<file path="src/rtl/sar_pkg.sv">
package sar_pkg;
    typedef enum logic {
        FMT_I2S = 1'b0,
        FMT_LJ  = 1'b1
    } fmt_e;

    typedef enum logic {
        CH_LEFT  = 1'b0,
        CH_RIGHT = 1'b1
    } chan_e;
endpackage

</file>
<file path="src/rtl/sar_sync.sv">
module sar_sync #(
    parameter int unsigned WIDTH  = 3,
    parameter int unsigned STAGES = 2
) (
    input  logic             clk,
    input  logic             rst_n,
    input  logic [WIDTH-1:0] din,
    output logic [WIDTH-1:0] dout
);
    logic [STAGES-1:0][WIDTH-1:0] pipe_d, pipe_q;

    always_comb begin
        pipe_d[0] = din;
        for (int s = 1; s < STAGES; s++) begin
            pipe_d[s] = pipe_q[s-1];
        end
    end

    always_ff @(posedge clk) begin
        if (!rst_n) pipe_q <= '0;
        else        pipe_q <= pipe_d;
    end

    assign dout = pipe_q[STAGES-1];
endmodule

</file>
<file path="src/rtl/sar_edge.sv">
module sar_edge (
    input  logic clk,
    input  logic rst_n,
    input  logic lvl,
    output logic rise
);
    logic prev_d, prev_q;

    always_comb prev_d = lvl;

    always_ff @(posedge clk) begin
        if (!rst_n) prev_q <= 1'b0;
        else        prev_q <= prev_d;
    end

    assign rise = lvl & ~prev_q;
endmodule

</file>
<file path="src/rtl/sar_core.sv">
module sar_core
    import sar_pkg::*;
#(
    parameter int unsigned WORD_W = 24
) (
    input  logic              clk,
    input  logic              rst_n,
    input  logic              fmt_lj,
    input  logic              bit_rise,
    input  logic              fs_lvl,
    input  logic              data_bit,
    output logic [WORD_W-1:0] left_word,
    output logic [WORD_W-1:0] right_word,
    output logic              pair_valid
);
    localparam int unsigned CW = $clog2(WORD_W + 1);

    typedef struct packed {
        logic              seen;
        logic              fs_prev;
        logic              active;
        chan_e             chan;
        logic [CW-1:0]     cnt;
        logic [WORD_W-1:0] sh;
        logic              left_ok;
        logic [WORD_W-1:0] left_hold;
        logic [WORD_W-1:0] out_l;
        logic [WORD_W-1:0] out_r;
        logic              vld;
    } core_st_t;

    core_st_t st_d, st_q;
    logic [WORD_W-1:0] with_bit;
    logic [WORD_W-1:0] finished;
    logic              lj_mode;
    logic              boundary;

    always_comb begin
        st_d     = st_q;
        st_d.vld = 1'b0;
        lj_mode  = (fmt_e'(fmt_lj) == FMT_LJ);
        boundary = 1'b0;

        with_bit = st_q.sh;
        for (int i = 0; i < WORD_W; i++) begin
            if (st_q.cnt == CW'(i)) with_bit[WORD_W-1-i] = data_bit;
        end
        finished = lj_mode ? st_q.sh : with_bit;

        if (bit_rise) begin
            st_d.fs_prev = fs_lvl;
            if (!st_q.seen) begin
                st_d.seen = 1'b1;
            end else begin
                boundary = (fs_lvl != st_q.fs_prev);
                if (boundary) begin
                    if (st_q.active) begin
                        if (st_q.chan == CH_LEFT) begin
                            st_d.left_hold = finished;
                            st_d.left_ok   = 1'b1;
                        end else begin
                            if (st_q.left_ok) begin
                                st_d.out_l = st_q.left_hold;
                                st_d.out_r = finished;
                                st_d.vld   = 1'b1;
                            end
                            st_d.left_ok = 1'b0;
                        end
                    end
                    st_d.active = 1'b1;
                    st_d.sh     = '0;
                    if (lj_mode) begin
                        st_d.chan         = fs_lvl ? CH_LEFT : CH_RIGHT;
                        st_d.sh[WORD_W-1] = data_bit;
                        st_d.cnt          = CW'(1);
                    end else begin
                        st_d.chan = fs_lvl ? CH_RIGHT : CH_LEFT;
                        st_d.cnt  = '0;
                    end
                end else if (st_q.active && (st_q.cnt < CW'(WORD_W))) begin
                    st_d.sh  = with_bit;
                    st_d.cnt = st_q.cnt + CW'(1);
                end
            end
        end
    end

    always_ff @(posedge clk) begin
        if (!rst_n) st_q <= '0;
        else        st_q <= st_d;
    end

    assign left_word  = st_q.out_l;
    assign right_word = st_q.out_r;
    assign pair_valid = st_q.vld;
endmodule

</file>
<file path="src/rtl/serial_audio_rx.sv">
module serial_audio_rx #(
    parameter int unsigned WORD_W      = 24,
    parameter int unsigned SYNC_STAGES = 2
) (
    input  logic              clk,
    input  logic              rst_n,
    input  logic              fmt_lj,
    input  logic              bclk_in,
    input  logic              fsync_in,
    input  logic              sdata_in,
    output logic [WORD_W-1:0] left_word,
    output logic [WORD_W-1:0] right_word,
    output logic              pair_valid
);
    localparam int unsigned NLINES = 3;

    logic [NLINES-1:0] raw_lines;
    logic [NLINES-1:0] synced;
    logic              bclk_rise;

    assign raw_lines = {bclk_in, fsync_in, sdata_in};

    sar_sync #(.WIDTH(NLINES), .STAGES(SYNC_STAGES)) u_sync (
        .clk  (clk),
        .rst_n(rst_n),
        .din  (raw_lines),
        .dout (synced)
    );

    sar_edge u_edge (
        .clk  (clk),
        .rst_n(rst_n),
        .lvl  (synced[2]),
        .rise (bclk_rise)
    );

    sar_core #(.WORD_W(WORD_W)) u_core (
        .clk       (clk),
        .rst_n     (rst_n),
        .fmt_lj    (fmt_lj),
        .bit_rise  (bclk_rise),
        .fs_lvl    (synced[1]),
        .data_bit  (synced[0]),
        .left_word (left_word),
        .right_word(right_word),
        .pair_valid(pair_valid)
    );
endmodule

</file>
<file path="config.mk">
export PLATFORM = sky130hd
export DESIGN_NAME = serial_audio_rx
export DESIGN_NICKNAME = d
export VERILOG_FILES = /design/src/rtl/sar_pkg.sv /design/src/rtl/sar_sync.sv /design/src/rtl/sar_edge.sv /design/src/rtl/sar_core.sv /design/src/rtl/serial_audio_rx.sv
export SDC_FILE = /design/constraint.sdc
export NUM_CORES = 1
export LEC_CHECK = 0
export CAP_MARGIN = 20
export CORE_MARGIN = 4
export CORE_UTILIZATION = 44
export DETAILED_ROUTE_END_ITERATION = 10
export DONT_BUFFER_PORTS = 1
export HOLD_SLACK_MARGIN = 0.08
export PLACE_DENSITY = 0.65
export SLEW_MARGIN = 20
export SYNTH_ARGS = -nofsm -noshare
export SYNTH_HDL_FRONTEND = slang
export SYNTH_HIERARCHICAL = 1
export SYNTH_SLANG_ARGS = --single-unit
</file>
<file path="constraint.sdc">
create_clock -name clk -period 2.3 [get_ports clk]
set_input_delay 0.345 -clock clk [delete_from_list [all_inputs] [get_ports clk]]
set_output_delay 0.345 -clock clk [all_outputs]
set_load 0.02 [all_outputs]
</file>
==> impl_metrics.json <==
{
  "layout-drive-gt1-share_pct": 9.66,
  "place_congestion": 0.866,
  "critPathRequiredTime_ps": 2580,
  "grt_pass1_vias": 3755,
  "hold_viol_final": 0,
  "final-instance-count-excl-fill": 699,
  "yosys_warnings": 6,
  "routed_wl_um": 12300,
  "drtAntennaViolNets": 0,
  "fin_crit_sh_pct": 85.2,
  "mappedNetlistNets": 611,
  "synth_top_area_share_pct": 45.3,
  "finClkSkew_ps": 6.39,
  "timing.rr.start": "u_sync/dout[2]",
  "combinationalPowerShare_pct": 1.7,
  "setup_tns_ps": 0,
  "preCtsSetupSlack_ps": 360,
  "clock_latency_ps": 410,
  "final_area_mm2": 0.00548,
  "critPathKind": "reg -> reg",
  "cp-start-kind": "flip-flop",
  "fmax_mhz": 510,
  "fin_util_pct": 49.7,
  "hold_ws_ps": 96.0,
  "cts.sinks": 114,
  "p_clk_share_pct": 56.2,
  "num_rows": 38,
  "remaining_drc_errors": 0,
  "rsz0062_at_grt": "false",
  "coreArea_mm2": 0.0110,
  "worstHoldPathCells": 2,
  "yosys.area.top_type": "dfxtp_1",
  "seqPwrFrac_pct": 42.1,
  "min_to": "u_core/st_q[97]",
  "synth_cell_types": 39,
  "clkTransAtPathRegs_ps": 50,
  "overflow": 0,
  "worst_slew_pin_slew_ps": 839,
  "timing.hold.worst.class": "in -> reg",
  "globalRouteTotalUtil_pct": 19.0,
  "setup_viol": 0,
  "relSlewSlack_pct": 44.1,
  "first_pass_iters": 5,
  "cts_buffer_depth": 2,
  "syn_avg_cell_area_um2": 8.40,
  "antenna_cells": 0,
  "via_count": 4064,
  "die_w_um": 115,
  "areaGrowthSynthToFinish_pct": 8.69,
  "die_area_mm2": 0.0132,
  "crit_start": "u_sync/dout[2]",
  "drtIter0Drc": 482,
  "crit_fanout": 25,
  "arrival_ps": 2240,
  "grt_max_degree": 73,
  "irDropWorstVdd_uv": 584,
  "swShare_pct": 19.8,
  "ys_seq_elements": 114,
  "p_int_mw": 3.79,
  "ys_seq_area_share_pct": 45.3,
  "viasPerCell": 5.81,
  "postSynthCellCount": 600,
  "power_switching_mw": 0.937,
  "num_io_pins": 55,
  "tritoncts": "done",
  "r2r_end": "u_core/left_word[11]",
  "placed_cell_area_mm2": 0.00481,
  "synth.most_common_cell": "dfxtp_1",
  "post-place-cells": 662,
  "cts_resized": 0,
  "dp_hpwl_um": 7890,
  "slew_violations": 0,
  "setup_slack_ps": 340,
  "p_total_mw": 4.73,
  "r2r_slack_ps": 340,
  "synth_common_cells": "dfxtp_1, nand2_1, o21ai_0",
  "async_reset_ff_share_pct": 0,
  "power_density_mw_per_mm2": 864,
  "portBuffers": 0,
  "min_from": "rst_n",
  "antenna_found_initial": 0,
  "final.min_clock_period_ps": 1960,
  "wl_per_cell_um": 17.6,
  "die_height_um": 115,
  "numCtsBuffers": 17,
  "start_util_pct": 45.7,
  "synth.area.top_cells": "dfxtp_1, o21ai_0, buf_4, nand2_1, a31oi_1",
  "nFillCells": 1045,
  "synthesis.area_mm2": 0.00504,
  "reg2reg_depth": 5,
  "cap_violations": 0,
  "grt_pass1_wl_um": 19800,
  "synth_ff_type": "dfxtp_1",
  "status": "completed",
  "cts-root-buf": "clkbuf_16",
  "p_leak_nw": 1.98,
  "synth-edff-count": 0,
  "htree_levels": 4,
  "fin_nets": 558,
  "cp-end-kind": "flip-flop"
}
[cells by family after synthesis]
group | Yosys count | share of synthesized area [%]
AO/OA/AOI/OAI | 202 | 23.9
AND/OR/NAND/NOR | 169 | 16.5
flip-flops | 114 | 45.3
buffers and inverters | 103 | 11.7
XOR/XNOR | 5 | 0.869
adder cells (fa/ha/maj) | 5 | 1.24
multiplexers | 2 | 0.397
[worst max-delay path, stage by stage (launching register included)]
cell	delay [ps]
dfxtp_1	330
nor2b_4	200
nand3_2	220
or3_1	760
nand2_1	200
a21oi_1	90
[how the worst max path moves through the flow]
stage | endpoint | slack (ps)
after floorplan | u_core/st_q[57] | 520
after global placement | u_core/left_word[6] | 430
after detailed placement | u_core/left_word[1] | 360
after CTS | u_core/left_word[11] | 320
after global routing | u_core/left_word[11] | 150
final | u_core/left_word[11] | 340
[placed cells by master, fill, tap and decap left out, drive strengths merged, types with 14 or more instances in the layout]
| cell | synthesis | routed |
|---|---|---|
| a31oi | 47 | 47 |
| a22o | 18 | 18 |
| nor2 | 14 | 14 |
| o21ai | 77 | 77 |
| a21o | 17 | 17 |
| a21oi | 33 | 33 |
| nand2 | 79 | 79 |
| clkbuf | 26 | 21 |
| buf | 70 | 18 |
| dfxtp | 114 | 114 |
| nand3 | 28 | 28 |
[final cells by class]
cell class                 instances  area (um2)  share of cell area [%]
clock inverter                    10         133                    2.42
sequential                       114        2280                    41.7
clock buffer                      21         470                    8.59
inverter                           7        26.3                   0.480
timing repair buffer              24         220                    4.02
multi-input combinational        383        2170                    39.6
tap                              140         175                    3.20
[routing by layer]
layer  routed length, um  vias up  track usage, %  part of all wire [%]
met2                5890      129            30.6                    48
met3                 901       11            5.74                   7.3
li1                    -     1961               -                     -
met4                 151        0            5.63                   1.2
met1                5340     1963            24.7                    43
met5                   0        -               0                     0
[state kept, by name (all words and copies together) (netlist names)]
signal and cells:
u_core/pair_valid 1, u_core/st_q 58, u_sync/pipe_d 3, u_edge/prev_q 1, u_core/right_word 24, u_sync/dout 3
u_core/left_word 24
[power by group through the flow]
| stage | clock network [mW] | registers [mW] | logic (mW) |
|---|---|---|---|
| 6_report | 2.66 | 1.99 | 0.0822 |
| 3_5_place_dp | 0 | 2.03 | 0.0700 |
| 5_1_grt | 2.79 | 1.99 | 0.0905 |
| 4_1_cts | 2.68 | 1.99 | 0.0819 |
| 3_3_place_gp | 0 | 2.03 | 0.0678 |
| 2_1_floorplan | 0 | 2.03 | 0.0645 |
[what timing repair did]
action | 4_1_cts | 5_1_grt
hold buffers | 6 | 0
setup buffers | 0 | 0
endpoints found under the hold margin | 9 | 0
No activity file was read; power rests on OpenSTA's default activity.
